**config.mk**
```make
export PLATFORM = sky130hd
export DESIGN_NAME = dual_issue_pair
export DESIGN_NICKNAME = d
export VERILOG_FILES = /design/src/rtl/dii_pkg.sv /design/src/rtl/dii_solo_check.sv /design/src/rtl/dii_pair_hazard.sv /design/src/rtl/dii_issue_lanes.sv /design/src/rtl/dual_issue_pair.sv
export SDC_FILE = /design/constraint.sdc
export NUM_CORES = 1
export LEC_CHECK = 0
export BUFFER_PORTS_ARGS = -buffer_cell sky130_fd_sc_hd__buf_2
export CAP_MARGIN = 15
export CORE_MARGIN = 1
export CORE_UTILIZATION = 48
export DETAILED_ROUTE_END_ITERATION = 8
export GPL_TIMING_DRIVEN = 0
export PLACE_DENSITY = 0.82
export SKIP_LAST_GASP = 1
export SYNTH_ARGS = -nofsm -noshare
export SYNTH_HDL_FRONTEND = slang
export SYNTH_HIERARCHICAL = 1
export SYNTH_SLANG_ARGS = --single-unit
```
**constraint.sdc**
```tcl
create_clock -name clk -period 5.2 [get_ports clk]
set_clock_uncertainty 0.05 [all_clocks]
set_input_delay 1.3 -clock clk [delete_from_list [all_inputs] [get_ports clk]]
set_output_delay 1.3 -clock clk [all_outputs]
set_load 0.005 [all_outputs]
```
**src/rtl/dii_pkg.sv**
```systemverilog
`timescale 1ns/1ps
package dii_pkg;
  localparam int REG_W      = 4;
  localparam int OFS_W      = 3;
  localparam int SIZE_W     = 2;
  localparam int LANES      = 2;
  localparam int WORD_BYTES = 4;
  localparam int DWORD_BYTES = 8;
  localparam int SPAN_W     = OFS_W + 2;

  typedef enum logic [2:0] {
    CLS_ALU    = 3'd0,
    CLS_SIMD   = 3'd1,
    CLS_LOAD   = 3'd2,
    CLS_STORE  = 3'd3,
    CLS_FPU    = 3'd4,
    CLS_FPLONG = 3'd5,
    CLS_IDIV   = 3'd6,
    CLS_MAC    = 3'd7
  } op_cls_e;

  typedef struct packed {
    logic              special;
    op_cls_e           cls;
    logic [SIZE_W-1:0] size;
    logic [OFS_W-1:0]  ofs;
    logic              dst_en;
    logic [REG_W-1:0]  dst;
    logic [REG_W-1:0]  src_a;
    logic [REG_W-1:0]  src_b;
  } uop_t;

  localparam int UOP_W = $bits(uop_t);
endpackage

```
**src/rtl/dii_solo_check.sv**
```systemverilog
`timescale 1ns/1ps
module dii_solo_check
  import dii_pkg::*;
(
  input  uop_t op,
  output logic solo
);
  logic [SPAN_W-1:0] nbytes;
  logic [SPAN_W-1:0] word_end;
  logic [SPAN_W-1:0] dword_end;
  logic              load_split;
  logic              store_split;
  logic              long_op;

  always_comb begin
    nbytes      = SPAN_W'(1) << op.size;
    word_end    = SPAN_W'(op.ofs[1:0]) + nbytes;
    dword_end   = SPAN_W'(op.ofs) + nbytes;
    load_split  = (op.cls == CLS_LOAD)  && (word_end  > SPAN_W'(WORD_BYTES));
    store_split = (op.cls == CLS_STORE) && (dword_end > SPAN_W'(DWORD_BYTES));
    long_op     = (op.cls == CLS_FPLONG) || (op.cls == CLS_IDIV);
    solo        = op.special | long_op | load_split | store_split;
  end
endmodule

```
**src/rtl/dii_pair_hazard.sv**
```systemverilog
`timescale 1ns/1ps
module dii_pair_hazard
  import dii_pkg::*;
(
  input  uop_t older,
  input  uop_t younger,
  output logic dep,
  output logic clash
);
  logic hit_a, hit_b, hit_d;

  always_comb begin
    hit_a = (younger.src_a == older.dst);
    hit_b = (younger.src_b == older.dst);
    hit_d = younger.dst_en && (younger.dst == older.dst);
    dep   = older.dst_en && (hit_a || hit_b || hit_d);
    clash = ((older.cls == CLS_SIMD) && (younger.cls == CLS_SIMD)) ||
            ((older.cls == CLS_FPU)  && (younger.cls == CLS_FPU));
  end
endmodule

```
**src/rtl/dii_issue_lanes.sv**
```systemverilog
`timescale 1ns/1ps
module dii_issue_lanes #(
  parameter int W = 8,
  parameter int N = 2
)(
  input  logic                clk,
  input  logic                rst_n,
  input  logic                hold,
  input  logic [N-1:0]        in_valid,
  input  logic [N-1:0][W-1:0] in_data,
  output logic [N-1:0]        out_valid,
  output logic [N-1:0][W-1:0] out_data
);
  for (genvar g = 0; g < N; g++) begin : g_lane
    always_ff @(posedge clk or negedge rst_n) begin
      if (!rst_n) begin
        out_valid[g] <= 1'b0;
        out_data[g]  <= '0;
      end else if (!hold) begin
        out_valid[g] <= in_valid[g];
        out_data[g]  <= in_data[g];
      end
    end
  end
endmodule

```
**src/rtl/dual_issue_pair.sv**
```systemverilog
`timescale 1ns/1ps
module dual_issue_pair
  import dii_pkg::*;
(
  input  logic             clk,
  input  logic             rst_n,
  input  logic             stall,
  input  logic             older_valid,
  input  logic [UOP_W-1:0] older_uop,
  input  logic             younger_valid,
  input  logic [UOP_W-1:0] younger_uop,
  output logic             issue_older,
  output logic             issue_younger,
  output logic [1:0]       consumed,
  output logic             lane0_valid,
  output logic [UOP_W-1:0] lane0_uop,
  output logic             lane1_valid,
  output logic [UOP_W-1:0] lane1_uop
);
  uop_t slot_uop [LANES];
  logic [LANES-1:0] solo;
  logic dep, clash, go, pair_ok;

  assign slot_uop[0] = uop_t'(older_uop);
  assign slot_uop[1] = uop_t'(younger_uop);

  for (genvar g = 0; g < LANES; g++) begin : g_solo
    dii_solo_check u_solo (
      .op   (slot_uop[g]),
      .solo (solo[g])
    );
  end

  dii_pair_hazard u_haz (
    .older   (slot_uop[0]),
    .younger (slot_uop[1]),
    .dep     (dep),
    .clash   (clash)
  );

  always_comb begin
    go            = rst_n && !stall;
    pair_ok       = older_valid && younger_valid && !(|solo) && !dep && !clash;
    issue_older   = go && older_valid;
    issue_younger = go && pair_ok;
    consumed      = 2'(issue_older) + 2'(issue_younger);
  end

  logic [LANES-1:0]            lane_v_in, lane_v_out;
  logic [LANES-1:0][UOP_W-1:0] lane_d_in, lane_d_out;

  assign lane_v_in = {issue_younger, issue_older};
  assign lane_d_in = {younger_uop, older_uop};

  dii_issue_lanes #(.W(UOP_W), .N(LANES)) u_lanes (
    .clk       (clk),
    .rst_n     (rst_n),
    .hold      (stall),
    .in_valid  (lane_v_in),
    .in_data   (lane_d_in),
    .out_valid (lane_v_out),
    .out_data  (lane_d_out)
  );

  assign lane0_valid = lane_v_out[0];
  assign lane1_valid = lane_v_out[1];
  assign lane0_uop   = lane_d_out[0];
  assign lane1_uop   = lane_d_out[1];
endmodule

```
Yosys cells after proc, flatten, opt, wreduce, memory -nomap -nowiden
Index checks and enable logic that the tools add are counted.
Word-level totals
  bits of input ports: 49
  flip-flop bits (word level): 46
  output and inout bits: 50
Operators by class
  bitwise operators: 6
  eq/ne operators: 15
  $add $sub $neg: 5
  shift-type cells: 2
  order comparisons: 4
  reduce and logical (&&, ||, !) cells: 25
Operator list (number)
  3-bit == test (second input constant): 6
  1-bit logical AND: 15
  3-bit by 2-bit == test with 1-bit output (second input constant): 4
  4-bit == test: 3
  2-bit by 5-bit adder with 5-bit output: 2
  3-bit by 5-bit adder with 5-bit output: 2
  5-bit by 3-bit > comparator with 1-bit output (second input constant): 2
  5-bit by 4-bit > comparator with 1-bit output (second input constant): 2
  1-bit by 2-bit left shift with 5-bit output (first input constant): 2
  3-bit by 1-bit == test with 1-bit output (second input constant): 2
  1-bit OR: 6
  1-bit logical OR: 5
  1-bit zero test: 4
  1-bit by 1-bit adder with 2-bit output: 1
  2-bit OR reduction: 1

Longest topological paths before layout
  word-level depth: 13
  gate-level depth with buffers: 11
  gate-level depth less buffers: 11

Cells and area by module
The synthesis kept the hierarchy.
By module, submodules not included
  dii_issue_lanes: cells an instance 97, area an instance 1910.6 um^2, instances 1
  dii_solo_check: cells an instance 28, area an instance 211.5 um^2, instances 2
  dii_pair_hazard: cells an instance 22, area an instance 160.2 um^2, instances 1
  dual_issue_pair: cells an instance 5, area an instance 46.3 um^2, instances 1

Least setup slack after synthesis
No wires, ideal clock.
  kind: input -> output
  from: in younger_uop[16]
  to: out consumed[0]
  required time: 3.850 ns
  stages on the path: 11
  path slack: 0.469 ns
  arrival: 3.381 ns
  path through: nor2_1 ha_1 inv_1 fa_1 nor2b_4 o2111ai_1 a41oi_2 o31ai_1 nor4bb_1 and4b_1 ha_1
On the way
  cells in the longest elaborated chain, start to end: 13
  elaborated cells between the ends (all ways): 16
Ends and longest elaborated chain
  from (decl): line dual_issue_pair.sv:11  | input logic [UOP_W-1:0] younger_uop,
  1-bit by 2-bit left shift with 5-bit output (*): line dii_solo_check.sv:16  | nbytes = SPAN_W'(1) << op.size;
  2-bit by 5-bit adder with 5-bit output: line dii_solo_check.sv:17  | word_end = SPAN_W'(op.ofs[1:0]) + nbytes;
  5-bit by 3-bit > comparator with 1-bit output: line dii_solo_check.sv:19  | load_split = (op.cls == CLS_LOAD) && (word_end > SPAN_W'(WORD_BYTES));
  1-bit logical AND: line dii_solo_check.sv:19
  1-bit OR: line dii_solo_check.sv:22  | solo = op.special | long_op | load_split | store_split;
  1-bit OR (*): line dii_solo_check.sv:22
  net solo[1]: line dual_issue_pair.sv:21  | logic [LANES-1:0] solo;
  2-bit OR reduction (*): line dual_issue_pair.sv:43  | pair_ok = older_valid && younger_valid && !(|solo) && !dep && !clash;
  1-bit zero test (*): line dual_issue_pair.sv:43
  1-bit logical AND (*) (3 in series): line dual_issue_pair.sv:43
  1-bit logical AND (*): line dual_issue_pair.sv:45  | issue_younger = go && pair_ok;
  net issue_younger: line dual_issue_pair.sv:13  | output logic issue_younger,
  1-bit by 1-bit adder with 2-bit output (*): line dual_issue_pair.sv:46  | consumed = 2'(issue_older) + 2'(issue_younger);
  to (decl): line dual_issue_pair.sv:14  | output logic [1:0] consumed,
Mark *: on every way through the listed nets, which the timed path passes. The rest lies on a longest branch.

Worst setup path after layout
  from: in younger_uop[17]
  to: out consumed[0]
On the way
  cells in the longest elaborated chain, start to end: 13
  elaborated cells between the ends (all ways): 16
Ends and longest elaborated chain (line)
  1-bit by 2-bit left shift with 5-bit output (*): dii_solo_check.sv:16
  2-bit by 5-bit adder with 5-bit output: dii_solo_check.sv:17
  5-bit by 3-bit > comparator with 1-bit output: dii_solo_check.sv:19
  1-bit logical AND: dii_solo_check.sv:19
  1-bit OR: dii_solo_check.sv:22
  1-bit OR (*): dii_solo_check.sv:22
  net solo[1]: dual_issue_pair.sv:21
  2-bit OR reduction (*): dual_issue_pair.sv:43
  1-bit zero test (*): dual_issue_pair.sv:43
  1-bit logical AND (*) (3 in series): dual_issue_pair.sv:43
  1-bit logical AND (*): dual_issue_pair.sv:45
  1-bit by 1-bit adder with 2-bit output (*): dual_issue_pair.sv:46
Marks and branches as above.

==> impl_metrics.csv <==
group,metric,value,unit
grt,grt_max_degree,49,
power,finalPower,0.832,mW
hold_path,worstHoldStart,"u_lanes/out_data[2]",
die,die-height,74.7,um
yosys,synth_compound_area_frac,0.0837,
worst_setup_path,worst_setup_path_end_kind,"primary output",
yosys,ys_top_cells_by_area,"dfrtp_1 45%, mux2_4 24%, xor2_1 4.5%, buf_12 3.2%, mux2_2 2.7%",
yosys,ys_ff_latch,46,
worst_setup_path,required,3.85,ns
worst_setup_path,cp-start-kind,"primary input",
clocking,clk_latency,0.29,ns
die,die_width,74.7,um
routing,wl_per_cell,15.5,um
clocking,cts-root-buf,"clkbuf_8",
timing,finalCritPeriodShare,0.993,
yosys,synth_edf_count,0,
yosys,synth_sequential_area_ratio,0.453,
grt,grt_pass1_vias,1723,
worst_setup_path,crit_arrival,3.81,ns
final_layout,multiInputGateArea,1280,um2
yosys,synthMuxAreaShare,0.263,
die,initial_core_util,0.497,
power,pwr-share-clk,0.258,
power,p_comb_frac,0.247,
final_layout,final_nets,345,
yosys,syn_nets,236,
yosys,synthArstFlopShare,1.00,
place,io_buffers,98,
power,p_per_area,251,nW/um2
die,die-area,5590,um2
yosys,netlist.area_leader.share,0.453,
timing,setup_viol,0,
clocking,h-tree-depth,2,
timing,max_freq,194,MHz
grt,antenna_found_initial,0,
yosys,syn_inst,180,
routing,ant_nets,0,
job,max_cap_viol_count,0,
grt,overflow,0,
yosys,synth-simple-area-share,0.0576,
yosys,synth_ff_type,"dfrtp_1",
power,p_int,0.606,mW
clocking,cts_hold_buf,0,
routing,drt_iter0_drc,28,
power,leakagePower,1.71,nW
timing,drv_slew,0,
final_layout,syn_to_final_growth,30.6,%
clocking,cts_buffers,5,
hold_path,hp-class,"flip-flop to flip-flop",
timing,rsz0062_at_grt,"true",
yosys,synth.avg_cell_area,14.1,um2
timing,hold_viol,0,
timing,worst_pin_slew,0.544,ns
yosys,synth_warnings,6,
place,gp_congestion,0.768,
place,dp_hpwl,4.08,mm
grt,grt_pass1_wl,8.27,mm
yosys,synthXorXnorAreaFrac,0.0483,
die,rows,26,
final_layout,antenna_cells,0,
grt,track_usage,0.198,
timing,slew_headroom,0.637,
yosys,synth_area,2540,um2
place,dp.cells,348,
routing,via_per_inst,4.99,
power,swShare,0.272,
power,p_sw,0.226,mW
place,dpl_cell_area,3120,um2
final_layout,fill_cells,396,
die,design.core.area,5110,um2
yosys,yosysTopAreaCell,"dfrtp_1",
worst_setup_path,r2r-start,"u_lanes/out_data[17]",
power,ir_drop,0.153,mV
worst_setup_path,critPathMaxFanout,5,
yosys,synthDistinctLibCells,32,
final_layout,regArea,1150,um2
final_layout,design_area,3320,um2
worst_setup_path,cp-startpoint,"younger_uop[17]",
routing,finalWirelength,5.59,mm
power,p_seq_frac,0.495,
clocking,clk_path_buf_depth,2,
final_layout,final_common_cell,"buf_2",
timing,final.min_clock_period,5.16,ns
routing,drc_errors,0,
clocking,path_clk_slew,0.09,ns
die,ios,99,
timing,tns,0,ns
routing,dr.pass1.iters,4,
final_layout,final_cell_mix,"95 x buf_2, 46 x dfrtp_1, 40 x mux2_4, 13 x xor2_1, 11 x inv_1",
yosys,synth_top_family_by_area,"multiplexers",
clocking,cts.sinks,46,
final_layout,layoutNonFillerInstCount,360,
clocking,cts_tree,"done",
final_layout,final_layout_size_suffix_gt1_frac,0.603,
run_status,status,"complete, no violations",
worst_setup_path,path_class,"primary input to primary output",
yosys,synthAdderAreaFrac,0.0404,
routing,vias,1795,
## registers in the layout, summed over array words and instances, names as in the netlist
signal,count
u_lanes/out_data,44
u_lanes/out_valid,2
## power by group through the flow
stage / combinational [mW] / clock [mW] / sequential [mW]
final: 0.205 / 0.215 / 0.412
after global routing: 0.225 / 0.239 / 0.417
after CTS: 0.199 / 0.224 / 0.412
after detailed placement: 0.197 / 0 / 0.418
after global placement: 0.191 / 0 / 0.416
after floorplan: 0.106 / 0 / 0.420
## worst max-delay path: stages
cell and delay, ns:
buf_12 0.11, nor2_4 0.11, ha_4 0.14, inv_2 0.04, fa_1 0.53, nor2b_4 0.20
o2111ai_2 0.14, a41oi_2 0.22, o31ai_2 0.10, nor4bb_1 0.31, and4b_1 0.27, ha_1 0.23
buf_2 0.12
## worst paths after layout
path,to,slack (ns),cells past startpoint
worst max-delay path,consumed[0],0.04,13
worst min-delay path,u_lanes/out_data[2],0.46,1
worst max register to register,u_lanes/out_data[17],4.37,1
worst min register to register,u_lanes/out_data[2],0.46,1
max in group asynchronous,u_lanes/out_data[13],3.66,2
min in group asynchronous,u_lanes/out_data[6],0.93,1
## what timing repair did
item / 4_1_cts / 5_1_grt
gates resized for setup: 2 / 14
setup endpoints to repair: 1 / 3
setup buffers: 1 / 3
pin swaps: 4 / 8
## per-layer routing
layer | global-route usage | wire, um
met5 | 0 | 0
met4 | 0.0524 | 38
met3 | 0.0482 | 421
met2 | 0.343 | 2730
met1 | 0.246 | 2400
## stage by stage
stage	hold WS (ns)	worst slack (ns)	util
after floorplan	0.454	0.469	-
after global placement	0.434	0.0295	0.610
after detailed placement	0.437	-0.0393	0.610
after CTS	0.459	0.00199	0.631
after global routing	0.473	-0.0637	0.649
final	0.457	0.0354	0.649
## final cells by class
cell class | instances | area share
sequential | 46 | 0.347
multi-input combinational | 117 | 0.387
buffer | 5 | 0.0275
clock buffer | 5 | 0.0207
inverter | 12 | 0.0136
timing repair buffer | 102 | 0.171
tap | 70 | 0.0264
clock inverter | 3 | 0.00641
## Yosys cell counts, types with 2 or more instances
library cell / n
o21a_1: 2
a21oi_2: 2
nand2_1: 4
nor2_1: 6
o31ai_1: 2
mux2_2: 6
a21oi_1: 6
a41oi_2: 2
nand3_1: 2
mux2_4: 40
nor2b_4: 2
inv_1: 12
nor3_1: 2
o2111ai_2: 2
dfrtp_1: 46
o21ai_0: 2
nand2b_1: 2
o21bai_1: 2
nor4_1: 3
buf_12: 4
fa_1: 2
a21o_1: 2
ha_1: 5
xor2_1: 13
o2111ai_1: 2
## kinds of logic (layout without fill, tap and decap cells)
kind of cell    after synthesis  after routing
buf+inv                      17            127
compound gates               26             26
flops                        46             46
simple gates                 24             24
mux                          46             46
xor+xnor                     14             14
fa+ha+maj                     7              7
(Power assumes the default switching activity.)
